<file path="src/rtl/ssp_pkg.sv">
package ssp_pkg;
  typedef enum logic [2:0] {
    ST_IDLE   = 3'd0,
    ST_ARM    = 3'd1,
    ST_VERIFY = 3'd2,
    ST_PROG   = 3'd3,
    ST_EXIT   = 3'd4
  } ssp_state_e;

  localparam logic [7:0] CMD_ENTER = 8'h88;
  localparam logic [7:0] CMD_LEAVE = 8'h90;
  localparam logic [7:0] CMD_LEAVE2 = 8'h00;
  localparam logic [7:0] CMD_ARM   = 8'h60;
  localparam logic [7:0] CMD_LOCK  = 8'h40;
  localparam logic [7:0] CMD_PROG  = 8'hA0;
  localparam logic [7:0] CMD_RESET = 8'hF0;
  localparam logic [7:0] BLANK     = 8'hFF;
endpackage

</file>
<file path="src/rtl/ssp_startup_gate.sv">
module ssp_startup_gate #(
  parameter int WAIT_CYC = 100
) (
  input  logic clk,
  input  logic rst_n,
  output logic gate_open
);
  localparam int CW = $clog2(WAIT_CYC + 1);
  localparam logic [CW-1:0] LIMIT = CW'(WAIT_CYC);

  logic [CW-1:0] cnt_q, cnt_d;
  logic          cnt_en;

  assign gate_open = (cnt_q == LIMIT);
  assign cnt_en    = !gate_open;

  always_comb begin
    cnt_d = cnt_q + CW'(1);
  end

  always_ff @(posedge clk or negedge rst_n) begin
    if (!rst_n)      cnt_q <= '0;
    else if (cnt_en) cnt_q <= cnt_d;
  end


  gate_stays_open_chk: assert property (@(posedge clk) disable iff (!rst_n)
    gate_open |=> gate_open);
endmodule

</file>
<file path="src/rtl/ssp_cmd_fsm.sv">
module ssp_cmd_fsm
  import ssp_pkg::*;
(
  input  logic       clk,
  input  logic       rst_n,
  input  logic       por_init,
  input  logic       gate_open,
  input  logic       wr_en,
  input  logic       pat_hit,
  input  logic       win_hit,
  input  logic [7:0] wdata,
  output logic       in_region,
  output logic       locked,
  output logic       verify_mode,
  output logic       prog_we
);
  ssp_state_e st_q, st_d;
  logic       reg_d, lock_set, wr_acc;

  assign wr_acc      = wr_en && gate_open;
  assign verify_mode = (st_q == ST_ARM) || (st_q == ST_VERIFY);
  assign prog_we     = wr_acc && (st_q == ST_PROG) && in_region && win_hit && !locked;

  always_comb begin
    st_d     = st_q;
    reg_d    = in_region;
    lock_set = 1'b0;
    if (wr_acc) begin
      unique case (st_q)
        ST_IDLE: begin
          if (wdata == CMD_ENTER)                     reg_d = 1'b1;
          else if (wdata == CMD_LEAVE && in_region)   st_d = ST_EXIT;
          else if (wdata == CMD_ARM && in_region)     st_d = ST_ARM;
          else if (wdata == CMD_PROG && in_region && !locked) st_d = ST_PROG;
        end
        ST_ARM: begin
          if (wdata == CMD_LOCK && pat_hit) begin
            lock_set = 1'b1;
            st_d     = ST_VERIFY;
          end else begin
            st_d = ST_IDLE;
          end
        end
        ST_VERIFY: if (wdata == CMD_RESET) st_d = ST_IDLE;
        ST_PROG:   st_d = ST_IDLE;
        ST_EXIT: begin
          if (wdata == CMD_LEAVE2) reg_d = 1'b0;
          st_d = ST_IDLE;
        end
        default:   st_d = ST_IDLE;
      endcase
    end
  end

  always_ff @(posedge clk or negedge rst_n) begin
    if (!rst_n) begin
      st_q      <= ST_IDLE;
      in_region <= 1'b0;
    end else begin
      st_q      <= st_d;
      in_region <= reg_d;
    end
  end

  // Lock flag: untouched by the bus reset, only power-on init clears it.
  always_ff @(posedge clk) begin
    if (por_init)      locked <= 1'b0;
    else if (lock_set) locked <= 1'b1;
  end


  lock_sticky_chk: assert property (@(posedge clk) disable iff (!rst_n)
    $fell(locked) |-> $past(por_init));

  lock_rise_chk: assert property (@(posedge clk) disable iff (!rst_n)
    $rose(locked) |-> (st_q == ST_VERIFY));

  startup_ignore_chk: assert property (@(posedge clk) disable iff (!rst_n)
    !gate_open |=> $stable(in_region));
endmodule

</file>
<file path="src/rtl/ssp_otp_array.sv">
module ssp_otp_array #(
  parameter int DEPTH = 16
) (
  input  logic                     clk,
  input  logic                     rst_n,
  input  logic                     por_init,
  input  logic                     locked,
  input  logic                     we,
  input  logic [$clog2(DEPTH)-1:0] widx,
  input  logic [7:0]               wdata,
  input  logic [$clog2(DEPTH)-1:0] ridx,
  output logic [7:0]               rdout
);
  logic [7:0] mem_q [DEPTH];

  generate
    for (genvar i = 0; i < DEPTH; i++) begin : g_cell
      logic cell_we;
      assign cell_we = we && (widx == ($clog2(DEPTH))'(i));
      always_ff @(posedge clk) begin
        if (por_init)     mem_q[i] <= ssp_pkg::BLANK;
        else if (cell_we) mem_q[i] <= wdata;
      end
    end
  endgenerate

  assign rdout = mem_q[ridx];


  prog_locked_chk: assert property (@(posedge clk) disable iff (!rst_n)
    we |-> !locked);
endmodule

</file>
<file path="src/rtl/ssp_ctrl.sv">
module ssp_ctrl
  import ssp_pkg::*;
#(
  parameter int ADDR_W   = 8,
  parameter int DEPTH    = 16,
  parameter int WAIT_CYC = 100
) (
  input  logic              clk,
  input  logic              rst_n,
  input  logic              por_init,
  input  logic              wr_en,
  input  logic [ADDR_W-1:0] addr,
  input  logic [7:0]        wdata,
  input  logic              rd_en,
  output logic [7:0]        rdata,
  output logic              in_region
);
  localparam int IDX_W = $clog2(DEPTH);

  logic             gate_open, locked, verify_mode, prog_we;
  logic             pat_hit, win_hit;
  logic [7:0]       cell_q, rd_d;
  logic [IDX_W-1:0] idx;

  assign idx     = addr[IDX_W-1:0];
  assign pat_hit = !addr[6] && addr[1] && !addr[0];
  assign win_hit = (addr[ADDR_W-1:IDX_W] == '0);

  ssp_startup_gate #(.WAIT_CYC(WAIT_CYC)) gate_i (
    .clk(clk), .rst_n(rst_n), .gate_open(gate_open)
  );

  ssp_cmd_fsm fsm_i (
    .clk(clk), .rst_n(rst_n), .por_init(por_init), .gate_open(gate_open),
    .wr_en(wr_en), .pat_hit(pat_hit), .win_hit(win_hit), .wdata(wdata),
    .in_region(in_region), .locked(locked), .verify_mode(verify_mode),
    .prog_we(prog_we)
  );

  ssp_otp_array #(.DEPTH(DEPTH)) arr_i (
    .clk(clk), .rst_n(rst_n), .por_init(por_init), .locked(locked),
    .we(prog_we), .widx(idx), .wdata(wdata), .ridx(idx), .rdout(cell_q)
  );

  always_comb begin
    if (!in_region)                rd_d = BLANK;
    else if (verify_mode && pat_hit) rd_d = {7'b0, locked};
    else if (win_hit)              rd_d = cell_q;
    else                           rd_d = BLANK;
  end

  always_ff @(posedge clk or negedge rst_n) begin
    if (!rst_n)     rdata <= 8'h00;
    else if (rd_en) rdata <= rd_d;
  end


  rdata_hold_chk: assert property (@(posedge clk) disable iff (!rst_n)
    !rd_en |=> $stable(rdata));

  outside_blank_chk: assert property (@(posedge clk) disable iff (!rst_n)
    (rd_en && !in_region) |=> (rdata == BLANK));
endmodule

</file>
<file path="config.mk">
export PLATFORM = sky130hd
export DESIGN_NAME = ssp_ctrl
export DESIGN_NICKNAME = d
export VERILOG_FILES = /design/src/rtl/ssp_pkg.sv /design/src/rtl/ssp_startup_gate.sv /design/src/rtl/ssp_cmd_fsm.sv /design/src/rtl/ssp_otp_array.sv /design/src/rtl/ssp_ctrl.sv
export SDC_FILE = /design/constraint.sdc
export NUM_CORES = 1
export LEC_CHECK = 0
export BUFFER_PORTS_ARGS = -buffer_cell sky130_fd_sc_hd__buf_2
export CAP_MARGIN = 30
export CELL_PAD_IN_SITES_DETAIL_PLACEMENT = 1
export CELL_PAD_IN_SITES_GLOBAL_PLACEMENT = 1
export CORE_MARGIN = 2
export CORE_UTILIZATION = 47
export DETAILED_ROUTE_END_ITERATION = 8
export GPL_ROUTABILITY_DRIVEN = 0
export PLACE_DENSITY_LB_ADDON = 0.1
export SLEW_MARGIN = 30
export SYNTH_ARGS = -nofsm -noshare
export SYNTH_HDL_FRONTEND = slang
export SYNTH_SLANG_ARGS = --single-unit
export TNS_END_PERCENT = 5
</file>
<file path="constraint.sdc">
create_clock -name clk -period 2.1 [get_ports clk]
set_input_delay 0.315 -clock clk [delete_from_list [all_inputs] [get_ports clk]]
set_output_delay 0.315 -clock clk [all_outputs]
set_load 0.05 [all_outputs]
</file>
; ---- Word-level counts from Yosys, hierarchy flattened
; Memories as Yosys holds them, arrays and structs flattened.
; Index checks and enable logic that the tools add are counted.
[totals]
regBits = 20
mem_bits_rw = 128
input_bits = 21
output_inout_bits = 9
memories = 1
[op_classes]
addsub = 1
n_eq_ne = 31
muxes = 82
bitwise_logic = 16
reduce_logical = 40
[memory_table]
columns = memory, words, width, read_ports, rd_clocked_by_memory_dff, write_ports, line
row1 = arr_i.mem_q, 16, 8, 1, 0, 16, ssp_otp_array.sv:14  ; logic [7:0] mem_q [DEPTH];
[op_table]
columns = operator, count
row1 = $mux 8, 19
row2 = $mux 1, 55
row3 = $eq 4x4->1 const B, 8
row4 = $eq 8x8->1 const B, 4
row5 = $logic_and 1x1->1, 29
row6 = $eq 4x3->1 const B, 4
row7 = $eq 8x7->1 const B, 2
row8 = $or 1x1->1, 16
row9 = $mux 3, 5
row10 = $pmux 3 s3, 1
row11 = $eq 4x2->1 const B, 2
row12 = $logic_not 4->1, 2
row13 = $logic_not 8->1, 1
row14 = $reduce_and 4->1, 2
row15 = $add 7x1->7 const B, 1
row16 = $eq 7x7->1 const B, 1
row17 = $eq 3x2->1 const B, 2
row18 = $eq 4x1->1 const B, 1
row19 = $ne 2x1->1 const B, 2
row20 = $ne 2x2->1 const B, 2
row21 = $ne 4x1->1 const B, 1
row22 = $eq 3x1->1 const B, 1
row23 = $eq 3x3->1 const B, 1
row24 = $logic_not 1->1, 3
row25 = 5 further kinds, 5

; ---- Longest topological paths before layout
[depth]
ltp_word = 11
mapped_depth = 7

; ---- Hierarchy
; A second synthesis with hierarchy kept.
[unflattened]
cells_unflattened = 504
area_unflattened_um2 = 7238.2
[modules_own_cells]
columns = mod, n_inst, cells_per_inst, area_per_inst_um2, seq_area_each_um2
row1 = ssp_otp_array, 1, 386, 6034.5, 3843.7
row2 = ssp_cmd_fsm, 1, 49, 436.7, 120.1
row3 = ssp_ctrl, 1, 41, 417.9, 200.2
row4 = ssp_startup_gate, 1, 28, 349.1, 175.2

; ---- Least setup slack after synthesis
; Ideal clock, no wire load.
[synth_path]
path_type = flip-flop to flip-flop
from = register fsm_i.in_region
to = memory arr_i.mem_q[0][0] (enable)
t_arrival_ps = 1970
t_required_ps = 1774
path_slack_ps = -195
stages_incl_launch_ff = 6
n_path_buf = 1
path_cell_list = dfrtp_1 > nor4bb_1 > nand4_1 > buf_2 > nor3_1 > a21o_1
[synth_rtl]
columns = element, line
row1 = from (decl), ssp_cmd_fsm.sv:12  ; output logic in_region,
row2 = from (signal assigned), ssp_cmd_fsm.sv:61  ; in_region <= reg_d;
row3 = to (decl), ssp_otp_array.sv:14

; ---- Final worst setup path
[layout_path]
from = input addr[6]
to = register rdata[4]
[layout_between]
elab_chain_cells = 6
[layout_lines]
columns = element, line
row1 = from (decl), ssp_ctrl.sv:12  ; input logic [ADDR_W-1:0] addr,
row2 = $logic_not 1->1, ssp_ctrl.sv:26  ; assign pat_hit = !addr[6] && addr[1] && !addr[0];
row3 = $logic_and 1x1->1 (2 in series), ssp_ctrl.sv:26
row4 = $logic_and 1x1->1, ssp_ctrl.sv:47  ; else if (verify_mode && pat_hit) rd_d = {7'b0, locked};
row5 = $mux 8 *, ssp_ctrl.sv:47
row6 = $mux 8 *, ssp_ctrl.sv:46  ; if (!in_region) rd_d = BLANK;
row7 = to (signal assigned), ssp_ctrl.sv:54  ; else if (rd_en) rdata <= rd_d;
row8 = to (decl), ssp_ctrl.sv:15  ; output logic [7:0] rdata,
; Mark *: on every way between the ends. The rest lies on a longest branch, timed or not.
; A chain may end at the register's enable or synchronous reset.

==> impl_metrics.py <==
metrics = {
    "hold_path": {
        "hp-start": "por_init",
        "min_to": "fsm_i.locked$_SDFFE_PP0P_",
        "hold_path_class": "in -> reg",
        "min_delay_path_depth": 2,
    },
    "floorplan": {
        "io_pins": 30,
        "start_util_pct": 48.4,
        "rows": 45,
        "die_area_um2": 16700,
        "core_um2": 15300,
        "die_w_um": 129,
        "die_h_um": 129,
    },
    "global_route": {
        "grt_pass1_wl_um": 30900,
        "grt_pass1_vias": 5169,
        "grt_usage_pct": 25.6,
        "busiest_layer": "met2",
        "grt_max_degree": 20,
        "grt_antenna_before_repair": 0,
        "globalRouteMet2Util_pct": 42.6,
        "use_met3_pct": 5.99,
        "gr-total-overflow": 0,
        "grtUsageMet1_pct": 34.3,
    },
    "worst_setup_path": {
        "crit_arrival_ps": 2430,
        "start_kind": "input port",
        "critPathMaxFanout": 8,
        "end_kind": "register",
        "worstReg2RegEnd": "arr_i.mem_q[4][2]$_SDFFCE_PN1P_",
        "r2r_cells": 7,
        "cp.required_ps": 2410,
        "reg2reg_slack_ps": 0,
        "worstSetupPathType": "in -> reg",
        "reg2reg_from": "fsm_i.st_q[2]$_DFFE_PN0P_",
    },
    "clocking": {
        "numCtsBuffers": 17,
        "clk_pin_slew_worst_paths_ps": 60,
        "cts_max_level": 4,
        "clockBufferDepth": 2,
        "clock-root-buffer": "clkbuf_16",
        "clkLatencyLatePin_ps": 430,
        "cts_num_sinks": 148,
        "cts_tree": "yes",
    },
    "yosys": {
        "synthArstFlopShare_pct": 12.8,
        "synth-seq-area-share_pct": 58.8,
        "synth_cell_types": 48,
        "syn-num-nets": 530,
        "syn_inst": 507,
        "synth_edf_count": 128,
        "avgSynthCellArea_um2": 14.6,
        "yosysWarnings": 0,
        "synth-main-ff-cell": "edfxtp_1",
        "synth-seq-cells": 148,
        "syn-cell-area_um2": 7380,
    },
    "cells_and_area": {
        "instances_no_fill": 843,
        "finalNetCount": 642,
        "diodes": 0,
        "fin_util_pct": 61.1,
        "design_area_um2": 9320,
        "area_growth_syn_to_layout_pct": 26.2,
        "drive_gt1_share_pct": 37.0,
        "nFillCells": 1440,
    },
    "place": {
        "dpl.hpwl_um": 14000,
        "dp.cells": 804,
        "place_ws_ps": -306,
        "placed_cell_area_um2": 8520,
        "port_buffers": 29,
    },
    "route": {
        "vias": 4700,
        "drtIter0Drc": 405,
        "drc_errors": 0,
        "wl_um": 20100,
        "dr.pass1.iters": 5,
        "wire_per_inst_um": 23.9,
        "via_per_inst": 5.58,
        "ant_nets": 0,
    },
    "timing": {
        "tightestPinTransition_ps": 578,
        "clock.fmax_ghz": 0.472,
        "report.final.slew_viol_count": 0,
        "tns_ps": -50.3,
        "setup_slack_ps": -19.3,
        "skew_ps": 15.5,
        "post-route-min-period_ps": 2120,
        "min_period_over_period_pct": 101,
        "rsz0062_at_grt": "yes",
        "slew_headroom_pct": 61.2,
        "hold_ws_ps": 285,
        "setup_violations": 12,
        "hold_violations": 0,
    },
    "pwr": {
        "leakage_nw": 3.12,
        "finalPower_mw": 6.75,
        "p_per_area_nw_per_um2": 725,
        "irDropWorstVdd_mv": 0.569,
    },
    "status": {
        "status": "complete, but fails checks",
        "violations": "negative setup slack",
    },
    "flow_run": {
        "max_cap_violations": 0,
    },
}
-- registers in the layout (all words and copies together) (netlist names) --
register / count
gate_i.cnt_q: 7
fsm_i.st_q: 3
arr_i.mem_q: 128
fsm_i.locked: 1
fsm_i.in_region: 1
rdata: 8
-- cells by family (layout without fill, tap and decap cells) --
| logic type | after synthesis | count (layout) | synth area share [%] |
|---|---|---|---|
| AO/OA/AOI/OAI | 40 | 40 | 4.39 |
| multiplexers | 38 | 38 | 10.7 |
| buffers and inverters | 39 | 164 | 2.44 |
| XOR/XNOR | 7 | 7 | 0.831 |
| AND/OR/NAND/NOR | 233 | 233 | 22.6 |
| flip-flops | 148 | 148 | 58.8 |
| adder cells (fa/ha/maj) | 2 | 2 | 0.339 |
-- synth_stat cells, drive strengths merged, types with 3 or more instances --
library cell,instances,share of area [%]
nor2,13,0.66
a21o,12,1.2
nor2b,16,1.4
nand3,6,0.41
dfrtp,19,6.4
nand2b,134,11
nor3,8,0.54
edfxtp,128,52
inv,4,0.20
mux2,5,0.76
clkbuf,22,1.1
nand2,8,0.41
nor4,25,5.4
a211oi,15,1.5
a31o,4,0.47
or3b,3,0.36
xnor2,5,0.59
mux4,32,9.8
buf,13,1.1
nor3b,3,0.31
-- metal layers --
metal	routed length, µm	part of all wire [%]
met5	0	0
met4	190	0.94
met3	975	4.8
met2	10100	50
met1	8870	44
-- worst max-delay path, cell delays in order --
cell,delay (ps)
buf_2,110
nor4_1,460
buf_4,210
or3b_2,560
a211oi_1,510
buf_4,210
nor4_1,50
-- placed cells by master (no fill, tap or decap), types with 4 or more instances in the layout --
master	netlist	routed
a211oi_1	15	15
a21o_1	12	12
a31o_4	0	4
buf_12	0	16
buf_2	6	29
buf_4	5	61
buf_6	1	19
clkbuf_16	0	17
dfrtp_1	19	18
edfxtp_1	128	128
inv_6	0	7
inv_8	0	4
mux2_2	5	5
mux4_2	32	32
nand2_1	8	7
nand2b_1	134	134
nand3_1	6	6
nor2_1	13	13
nor2b_1	16	16
nor3_1	8	4
nor4_1	9	9
nor4_4	16	16
xnor2_1	5	5
-- where the power goes --
part           total, mW  internal [mW]  switching, mW
Clock               2.96           1.59           1.37
Combinational      0.526          0.244          0.282
Sequential          3.27           3.25         0.0222
-- cell type report --
cell class                 instances  area (µm²)  share of cell area, %
sequential                       148        4340                   46.6
multi-input combinational        320        2940                   31.6
timing repair buffer             128        1180                   12.6
clock buffer                      17         425                   4.57
tap                              211         264                   2.83
clock inverter                    15         153                   1.64
inverter                           4        15.0                  0.161
-- how the worst max path moves through the flow --
stage                                      from                                to  depth (start not counted)  slack (ps)
global placement                        addr[6]              rdata[6]$_DFFE_PN0P_                          7        -310
CTS                 gate_i.cnt_q[0]$_DFFE_PN0P_   arr_i.mem_q[9][5]$_SDFFCE_PN1P_                          9        -0.8
detailed placement                      addr[6]              rdata[6]$_DFFE_PN0P_                          7        -310
floorplan           fsm_i.in_region$_DFFE_PN0P_  arr_i.mem_q[11][0]$_SDFFCE_PN1P_                          5         -20
global route        gate_i.cnt_q[1]$_DFFE_PN0P_   arr_i.mem_q[0][4]$_SDFFCE_PN1P_                          9         -80
finish                                  addr[6]              rdata[4]$_DFFE_PN0P_                          7         -20
-- repair_timing --
| item | CTS | global route |
|---|---|---|
| endpoints found under the hold margin | 19 | 0 |
| cloned | 0 | 0 |
| setup endpoints to repair | 245 | 253 |
| hold buffers | 1 | 0 |
| pin swaps | 1 | 17 |
| resized for setup | 13 | 23 |
| setup buffers | 0 | 6 |
(Power assumes the default switching activity.)
